## src/rtl/dmac_pkg.sv

```systemverilog
package dmac_pkg;

  typedef enum logic [1:0] {
    MAC_LOAD = 2'b00,
    MAC_ADD  = 2'b01,
    MAC_SUB  = 2'b10,
    MAC_KEEP = 2'b11
  } mac_op_e;

  typedef struct packed {
    logic rnd;
    logic sat;
    logic wide;
  } xmode_t;

endpackage

```

## src/rtl/dmac_opsel.sv

```systemverilog
module dmac_opsel #(
  parameter int OP_W = 16
) (
  input  logic [2*OP_W-1:0] word_a,
  input  logic [2*OP_W-1:0] word_b,
  input  logic              hi_a,
  input  logic              hi_b,
  output logic [OP_W-1:0]   opnd_a,
  output logic [OP_W-1:0]   opnd_b
);
  always_comb begin
    opnd_a = hi_a ? word_a[2*OP_W-1:OP_W] : word_a[OP_W-1:0];
    opnd_b = hi_b ? word_b[2*OP_W-1:OP_W] : word_b[OP_W-1:0];
  end
endmodule

```

## src/rtl/dmac_mult.sv

```systemverilog
module dmac_mult #(
  parameter int OP_W  = 16,
  parameter int ACC_W = 40
) (
  input  logic [OP_W-1:0]  a,
  input  logic [OP_W-1:0]  b,
  input  logic             sgn,
  output logic [ACC_W-1:0] prod
);
  localparam int XW = OP_W + 1;
  localparam int PW = 2 * XW;
  localparam int GUARD = ACC_W - PW;

  logic signed [XW-1:0] xa, xb;
  logic signed [PW-1:0] p;

  always_comb begin
    xa = $signed({sgn & a[OP_W-1], a});
    xb = $signed({sgn & b[OP_W-1], b});
    p  = xa * xb;
  end

  generate
    if (GUARD > 0) begin : g_ext
      assign prod = {{GUARD{p[PW-1]}}, p};
    end else begin : g_trunc
      assign prod = p[ACC_W-1:0];
    end
  endgenerate
endmodule

```

## src/rtl/dmac_extract.sv

```systemverilog
module dmac_extract #(
  parameter int OP_W  = 16,
  parameter int ACC_W = 40
) (
  input  logic [ACC_W-1:0]  acc,
  input  dmac_pkg::xmode_t  mode,
  output logic [2*OP_W-1:0] res
);
  localparam int RES_W = 2 * OP_W;
  localparam int TW    = ACC_W + 1 - OP_W;

  logic [ACC_W:0]    rounded;
  logic [ACC_W:0]    rconst;
  logic [TW-1:0]     top;
  logic [TW-OP_W:0]  nhead;
  logic [ACC_W-RES_W:0] whead;
  logic              nfit, wfit;
  logic [OP_W-1:0]   nval;
  logic [RES_W-1:0]  wval;

  always_comb begin
    rconst = '0;
    rconst[OP_W-1] = mode.rnd;
    rounded = {acc[ACC_W-1], acc} + rconst;
    top   = rounded[ACC_W:OP_W];
    nhead = top[TW-1:OP_W-1];
    nfit  = (&nhead) | ~(|nhead);
    if (mode.sat && !nfit)
      nval = top[TW-1] ? {1'b1, {(OP_W-1){1'b0}}} : {1'b0, {(OP_W-1){1'b1}}};
    else
      nval = top[OP_W-1:0];

    whead = acc[ACC_W-1:RES_W-1];
    wfit  = (&whead) | ~(|whead);
    if (mode.sat && !wfit)
      wval = acc[ACC_W-1] ? {1'b1, {(RES_W-1){1'b0}}} : {1'b0, {(RES_W-1){1'b1}}};
    else
      wval = acc[RES_W-1:0];

    res = mode.wide ? wval : {{OP_W{nval[OP_W-1]}}, nval};
  end
endmodule

```

## src/rtl/dmac_lane.sv

```systemverilog
module dmac_lane
  import dmac_pkg::*;
#(
  parameter int OP_W  = 16,
  parameter int ACC_W = 40
) (
  input  logic              clk,
  input  logic              rst,
  input  logic              valid,
  input  logic              clr,
  input  mac_op_e           op,
  input  logic [OP_W-1:0]   a,
  input  logic [OP_W-1:0]   b,
  input  logic              sgn,
  input  xmode_t            mode_in,
  output logic [ACC_W-1:0]  acc,
  output logic [2*OP_W-1:0] res,
  output logic              ovf
);
  logic [ACC_W-1:0] prod, sum, diff, nxt;
  logic             wrap;
  xmode_t           mode_q;

  dmac_mult #(.OP_W(OP_W), .ACC_W(ACC_W)) u_mult (
    .a(a), .b(b), .sgn(sgn), .prod(prod)
  );

  always_comb begin
    sum  = acc + prod;
    diff = acc - prod;
    nxt  = acc;
    wrap = 1'b0;
    unique case (op)
      MAC_LOAD: nxt = prod;
      MAC_ADD: begin
        nxt  = sum;
        wrap = (acc[ACC_W-1] == prod[ACC_W-1]) && (sum[ACC_W-1] != acc[ACC_W-1]);
      end
      MAC_SUB: begin
        nxt  = diff;
        wrap = (acc[ACC_W-1] != prod[ACC_W-1]) && (diff[ACC_W-1] != acc[ACC_W-1]);
      end
      default: nxt = acc;
    endcase
  end

  always_ff @(posedge clk) begin
    if (rst || clr) begin
      acc    <= '0;
      ovf    <= 1'b0;
      mode_q <= '0;
    end else if (valid) begin
      acc    <= nxt;
      ovf    <= ovf | wrap;
      mode_q <= mode_in;
    end
  end

  dmac_extract #(.OP_W(OP_W), .ACC_W(ACC_W)) u_ext (
    .acc(acc), .mode(mode_q), .res(res)
  );
endmodule

```

## src/rtl/dmac_top.sv

```systemverilog
module dmac_top
  import dmac_pkg::*;
#(
  parameter int NL    = 2,
  parameter int OP_W  = 16,
  parameter int ACC_W = 40
) (
  input  logic                   clk,
  input  logic                   rst,
  input  logic                   in_valid,
  input  logic [2*OP_W-1:0]      src_a,
  input  logic [2*OP_W-1:0]      src_b,
  input  logic [NL-1:0]          sel_a,
  input  logic [NL-1:0]          sel_b,
  input  logic [2*NL-1:0]        op,
  input  logic                   is_signed,
  input  logic                   rnd_en,
  input  logic                   sat_en,
  input  logic                   wide_en,
  input  logic [NL-1:0]          clr,
  output logic [NL*ACC_W-1:0]    acc_out,
  output logic [NL*2*OP_W-1:0]   res_out,
  output logic [NL-1:0]          ovf,
  output logic                   out_vld
);
  localparam int RES_W = 2 * OP_W;

  xmode_t mode_in;
  assign mode_in = '{rnd: rnd_en, sat: sat_en, wide: wide_en};

  generate
    for (genvar i = 0; i < NL; i++) begin : g_lane
      logic [OP_W-1:0] oa, ob;

      dmac_opsel #(.OP_W(OP_W)) u_sel (
        .word_a(src_a), .word_b(src_b),
        .hi_a(sel_a[i]), .hi_b(sel_b[i]),
        .opnd_a(oa), .opnd_b(ob)
      );

      dmac_lane #(.OP_W(OP_W), .ACC_W(ACC_W)) u_lane (
        .clk(clk), .rst(rst), .valid(in_valid), .clr(clr[i]),
        .op(mac_op_e'(op[2*i +: 2])),
        .a(oa), .b(ob), .sgn(is_signed), .mode_in(mode_in),
        .acc(acc_out[i*ACC_W +: ACC_W]),
        .res(res_out[i*RES_W +: RES_W]),
        .ovf(ovf[i])
      );
    end
  endgenerate

  always_ff @(posedge clk) begin
    if (rst) out_vld <= 1'b0;
    else     out_vld <= in_valid;
  end
endmodule

```

## config.mk

```make
export PLATFORM = sky130hd
export DESIGN_NAME = dmac_top
export DESIGN_NICKNAME = d
export VERILOG_FILES = /design/src/rtl/dmac_pkg.sv /design/src/rtl/dmac_opsel.sv /design/src/rtl/dmac_mult.sv /design/src/rtl/dmac_extract.sv /design/src/rtl/dmac_lane.sv /design/src/rtl/dmac_top.sv
export SDC_FILE = /design/constraint.sdc
export NUM_CORES = 2
export LEC_CHECK = 0
export ABC_AREA = 0
export ABC_CLOCK_PERIOD_IN_PS = 8300
export BUFFER_PORTS_ARGS = -buffer_cell sky130_fd_sc_hd__buf_2
export CELL_PAD_IN_SITES_DETAIL_PLACEMENT = 1
export CELL_PAD_IN_SITES_GLOBAL_PLACEMENT = 2
export CORE_MARGIN = 3
export CORE_UTILIZATION = 35
export CTS_CLUSTER_DIAMETER = 80
export DETAILED_ROUTE_END_ITERATION = 12
export GPL_TIMING_DRIVEN = 0
export PLACE_DENSITY = 0.81
export SLEW_MARGIN = 20
export SYNTH_ARGS = -nofsm -noshare
export SYNTH_HDL_FRONTEND = slang
export SYNTH_HIERARCHICAL = 1
export SYNTH_SLANG_ARGS = --single-unit
```

## constraint.sdc

```tcl
create_clock -name clk -period 8.3 [get_ports clk]
set_clock_uncertainty 0.1 [all_clocks]
set_input_delay 0 -clock clk [delete_from_list [all_inputs] [get_ports clk]]
set_output_delay 0 -clock clk [all_outputs]
set_load 0.005 [all_outputs]
```

* After elaboration in Yosys (flattened, before gate mapping) *
Index checks and enable logic that the tools add are counted.

word-level totals
  word-level logic and storage cells = 91
  memories = 0
  latch bits = 0
  output and inout port bits = 147
  bits in writable memories = 0
  register bits after elaboration = 89
  ROM bits = 0
  input port bits = 81

operators by class
  shift-type cells = 0
  equality and inequality tests = 12
  magnitude comparators = 0
  div/mod/pow operators = 0
  reductions and logical operators = 28
  multipliers = 2
  muxes and demuxes = 18
  add/sub/neg operators = 6
  bitwise gates (word level) = 14

operators by type and width
  cell                                                              count
  40-bit one-hot mux with 3 select lines                            2
  32-bit two-way mux                                                6
  16-bit two-way mux                                                8
  40-bit by 17-bit adder with 41-bit output                         2
  40-bit adder                                                      2
  40-bit subtractor                                                 2
  17-bit by 17-bit multiplier with 34-bit output                    2
  10-bit AND reduction                                              2
  10-bit OR reduction                                               2
  9-bit AND reduction                                               2
  9-bit OR reduction                                                2
  1-bit logical AND                                                 8
  1-bit inequality test                                             6
  1-bit OR                                                          6
  3-bit nonzero test                                                2
  1-bit AND                                                         4
  2-bit by 1-bit == test with 1-bit output (second input constant)  2
  2-bit == test (second input constant)                             2
  1-bit zero test                                                   4
  2-bit zero test                                                   2
  1-bit NOT                                                         4
  1-bit one-hot mux with 2 select lines                             2
  2-bit AND reduction                                               2
  1-bit == test                                                     2
  1-bit logical OR                                                  2

* Depth between registers and ports, before layout *
  depth in word-level cells = 8
  depth in mapped cells = 41
  mapped depth without buffers = 37

* Modules after synthesis *
The synthesis kept the hierarchy.

modules (own cells, without submodules)
  module                                area an instance (um2)  seq. area each (um2)  instances  cells each
  dmac_mult at g_lane[0].u_lane.u_mult  10921.7                 0.0                   1          1193
  dmac_mult at g_lane[1].u_lane.u_mult  10896.7                 0.0                   1          1188
  dmac_lane at g_lane[0].u_lane         7051.8                  880.8                 1          988
  dmac_lane at g_lane[1].u_lane         6812.8                  880.8                 1          961
  dmac_extract                          1360.1                  0.0                   2          200
  dmac_opsel                            498.0                   0.0                   2          36
  dmac_top                              33.8                    20.0                  1          2

* Worst setup path after synthesis *
OpenSTA, ideal clock, no wires.

  path type = input to register
  start = input port sel_a[0]
  end = register g_lane[0].u_lane.acc[39]
  cell stages on the path = 38
  buffers on the path = 5
  required time = 8062 ps
  slack = -301 ps
  data arrival time = 8363 ps
  setup time = 138 ps
  cell sequence = buf_6 -> mux2_2 -> and2_1 -> clkbuf_1 -> nand2_1 -> inv_1 -> fa_1 -> inv_1 -> fa_1 -> inv_1 -> fa_1 -> fa_1 -> fa_1 -> inv_1 -> fa_1 -> inv_1 -> ha_1 -> clkbuf_1 -> (+2 left out) -> nand3_1 -> a41oi_1 -> a211oi_1 -> o21ai_1 -> xnor2_1 -> buf_4 -> inv_1 -> ha_1 -> clkbuf_1 -> inv_1 -> a21o_1 -> a211oi_1 -> nor2_1 -> a211oi_1 -> o21ai_2 -> and4b_1 -> a2111oi_0 -> a31oi_1

between the ends
  cells in the longest elaborated chain, start to end = 5
  elaborated cells on any way between the ends = 6
  classes of those cells = 2 x add/sub; 1 x mul; 2 x mux; 1 x bitwise

ends and longest elaborated chain
  element                                             RTL line                          source
  start: declaration                                  dmac_top.sv:13                    input logic [NL-1:0] sel_a,
  16-bit two-way mux (*)                              dmac_opsel.sv:12                  opnd_a = hi_a ? word_a[2*OP_W-1:OP_W] : word_a[OP_W-1:0];
  named net g_lane[0].oa[15]                          dmac_top.sv:33                    logic [OP_W-1:0] oa, ob;
  1-bit AND                                           dmac_mult.sv:18                   xa = $signed({sgn & a[OP_W-1], a});
  17-bit by 17-bit multiplier with 34-bit output (*)  dmac_mult.sv:20                   p = xa * xb;
  named net g_lane[0].u_lane.prod[33]                 dmac_lane.sv:20                   logic [ACC_W-1:0] prod, sum, diff, nxt;
  40-bit subtractor or 40-bit adder (tied branches)   dmac_lane.sv:30, dmac_lane.sv:29
  40-bit one-hot mux with 3 select lines (*)          dmac_lane.sv:33                   unique case (op)
  end signal: assignment                              dmac_lane.sv:53                   acc <= nxt;
  end: declaration                                    dmac_lane.sv:16                   output logic [ACC_W-1:0] acc,

The timed path passes the listed nets; every way through them passes the cells marked *.
A chain may end at the register's enable or synchronous reset.

* Worst setup path in the final report *
  start = input port sel_b[1]
  end = register g_lane[1].u_lane.acc[39]

between the ends
  elaborated cells on any way between the ends = 6
  classes of those cells = 2 x add/sub; 1 x mul; 2 x mux; 1 x bitwise

RTL lines
  element                                             RTL line                          source
  start: declaration                                  dmac_top.sv:14                    input logic [NL-1:0] sel_b,
  16-bit two-way mux (*)                              dmac_opsel.sv:13                  opnd_b = hi_b ? word_b[2*OP_W-1:OP_W] : word_b[OP_W-1:0];
  named net g_lane[1].ob[5]                           dmac_top.sv:33
  17-bit by 17-bit multiplier with 34-bit output (*)  dmac_mult.sv:20
  named net g_lane[1].u_lane.prod[26]                 dmac_lane.sv:20
  40-bit subtractor or 40-bit adder (tied branches)   dmac_lane.sv:30, dmac_lane.sv:29
  40-bit one-hot mux with 3 select lines (*)          dmac_lane.sv:33
  end signal: assignment                              dmac_lane.sv:53
  end: declaration                                    dmac_lane.sv:16

Marked as above.

==> run metrics <==
commonest cells in the synthesized netlist inv_1 (781), fa_1 (596), nand2_1 (461); register area 0.00178 sq mm; Max-Slew Margin vs Limit 17.8%; WP data required 8470 ps; post-synthesis cell area 0.0394 sq mm; setup TNS 0 ps; Yosys top cell by area fa_1; most frequent cell after synthesis inv_1; average size of a mapped cell 8.21 sq um; initial core utilization 35.4%; Die Width 342 microns; pin slew with the least headroom to its limit 1230 ps; Seq cells post-synth 89; Max FO, Critical Path 8; Place WS -2410 ps; Min-Delay Path Class input pin to flop; die area 0.117 sq mm; final worst slack 10.0 ps; Std-Cell Rows 122; Final Hold Vio Count 0; GPL Wtd Cong 0.929; fraction of registers with async set/reset 0%; vias in the first global route 39400; total grt overflow 0; Max Slew Vio Count 0; I/O pin cnt 228; min cycle time layout 8290 ps; Vias/cell 5.50; Core Area 0.111 sq mm; Initial DRC Count 2399; nets 6315; Ys Warns 6; CP max stage cell fa_2; clock tree buffer depth 2; CTS clock-pin slew for the worst setup and hold paths 80 ps; latest clock arrival within the worst-skew pair 370 ps; share of post-route cells with drive strength above 1 24.8%; port buffer count 223; WL final 161000 microns; DRT Pass-1 Iters 5; final cycle utilization of the critical path 99.9%; Seq/Total Area, Yosys 4.52%; largest net degree at the start of global routing 18; Worst Setup End Kind flop; WL per Instance 23.6 microns; most used cell along the critical path fa_1; Fillers 13100; Max stage delay on crit path 570 ps; DP HPWL 128000 microns; CTS Sinks 89; WS Path Type input pin to flop; clock root cell clkbuf_16; CP arrival 8460 ps; Inserted Clock Buffers 9; global-route usage over all layers 26.2%; Critical Path Source Type input pin; Yosys top cell area share 30.3%; net count after synthesis 5815; die extent in y 342 microns; antenna viol nets, final 0; initial antenna violation count 3; unrepaired setup endpoints after global routing true; routed via count 37400; Setup Viol. Count Final 0; status completed; predominant post-synthesis flop cell dfxtp_1; global-route wire length before repair 238000 microns; CTS tree built; Gate Count Post-Synth 4804; multi-input logic area 0.0362 sq mm; area grow syn2layout 23.3%; Post-synth EDFFs 0; DRC viols 0; Synth area leaders fa_1 (30%), ha_1 (11%), inv_1 (7.4%); Max-cap violations 0; maximum clock frequency 121 MHz; H-tree depth 3; Min Hold Slack 176 ps; Yosys cell types 128
[timing repair]
action                                  CTS  global route
endpoints found under the hold margin    13             0
buffers inserted                         77           201
resized for setup                       426           489
pin swaps                                74           255
endpoints found under the setup margin   47            40
gates cloned                              1             5
hold buffers                              7             0
[cell families after synthesis]
group / Yosys count / synth area share, %
XOR/XNOR: 208 / 4.62
buffers and inverters: 1058 / 10.8
flip-flops: 89 / 4.52
multiplexers: 80 / 2.63
AO/OA/AOI/OAI: 1077 / 19.2
AND/OR/NAND/NOR: 1362 / 17.4
adder cells (fa/ha/maj): 930 / 40.9
[worst max-delay path: cells and delay by family]
family	cells	cell delay [ps]
AO/OA/AOI/OAI	7	1500
XOR/XNOR	2	450
adder cells (fa/ha/maj)	8	3660
buffers and inverters	10	990
multiplexers	1	360
AND/OR/NAND/NOR	8	1450
[cells in the final DEF (no fill, tap or decap), types with 18 or more instances in the layout]
cell / synthesis / routed
inv_1: 781 / 717
inv_2: 15 / 64
and2_1: 265 / 254
a211oi_1: 51 / 40
o21a_1: 20 / 20
o21bai_1: 66 / 64
dfxtp_1: 89 / 89
a221oi_1: 31 / 25
and3_1: 28 / 23
nor2b_1: 26 / 26
clkbuf_1: 163 / 73
ha_4: 0 / 52
xor2_1: 32 / 24
mux2_4: 41 / 55
o21ai_2: 7 / 18
a21oi_2: 6 / 53
a21oi_1: 370 / 308
buf_6: 9 / 52
xnor2_1: 176 / 147
nor3_1: 60 / 46
o211ai_1: 38 / 38
nand2b_1: 33 / 33
nand4_1: 48 / 48
buf_8: 0 / 26
fa_2: 0 / 38
buf_2: 45 / 251
a21o_1: 56 / 55
nand3_1: 65 / 57
nor4_1: 31 / 25
ha_1: 334 / 269
nor2_1: 246 / 236
o221ai_1: 19 / 19
buf_4: 27 / 281
nand2_1: 461 / 440
o21ai_1: 27 / 31
o31ai_1: 28 / 19
o21ai_0: 124 / 104
fa_1: 596 / 558
[metrics by stage]
step                      instance area (sq um)  instances  utilization [%]
after floorplan                           39500       4804                -
after global placement                    42400       6515             38.1
after detailed placement                  42500       6515             38.2
after CTS                                 45100       6595             40.5
after global routing                      48600       6797             43.7
final                                     48600       6799             43.7
[metal layers]
metal | wire, microns | vias to the layer above | part of all wire (%) | GRT usage [%]
met5 | 0 | - | 0 | 0
li1 | - | 16900 | - | -
met1 | 67600 | 19200 | 42 | 34.0
met4 | 5880 | 0 | 3.7 | 7.60
met2 | 79900 | 1018 | 50 | 46.3
met3 | 7380 | 281 | 4.6 | 2.45
[worst paths after layout]
kind	from	to	slack, ps	cells past startpoint
setup / recovery	sel_b[1]	g_lane[1].u_lane/acc[39]	10	36
hold / removal	rst	g_lane[0].u_lane/acc[39]	180	4
setup reg to reg	g_lane[1].u_lane/acc[1]	g_lane[1].u_lane/acc[25]	4130	10
hold reg to reg	g_lane[0].u_lane/ovf	g_lane[0].u_lane/ovf	390	2
[sequential cells by signal, indices dropped and copies added (netlist names)]
register	count
g_lane.u_lane/acc	80
g_lane.u_lane/mode_q	6
g_lane.u_lane/ovf	2
out_vld	1
[final cells by class]
class,count,area share (%)
timing repair buffer,512,7.32
sequential,89,3.67
antenna,2,0.0103
buffer,234,3.91
multi-input combinational,3658,74.4
tap,1488,3.83
clock buffer,11,0.499
inverter,800,6.31
clock inverter,5,0.0798
Power is not shown: default switching activity piles up to over one toggle a cycle in this logic, so the estimate is an artifact.
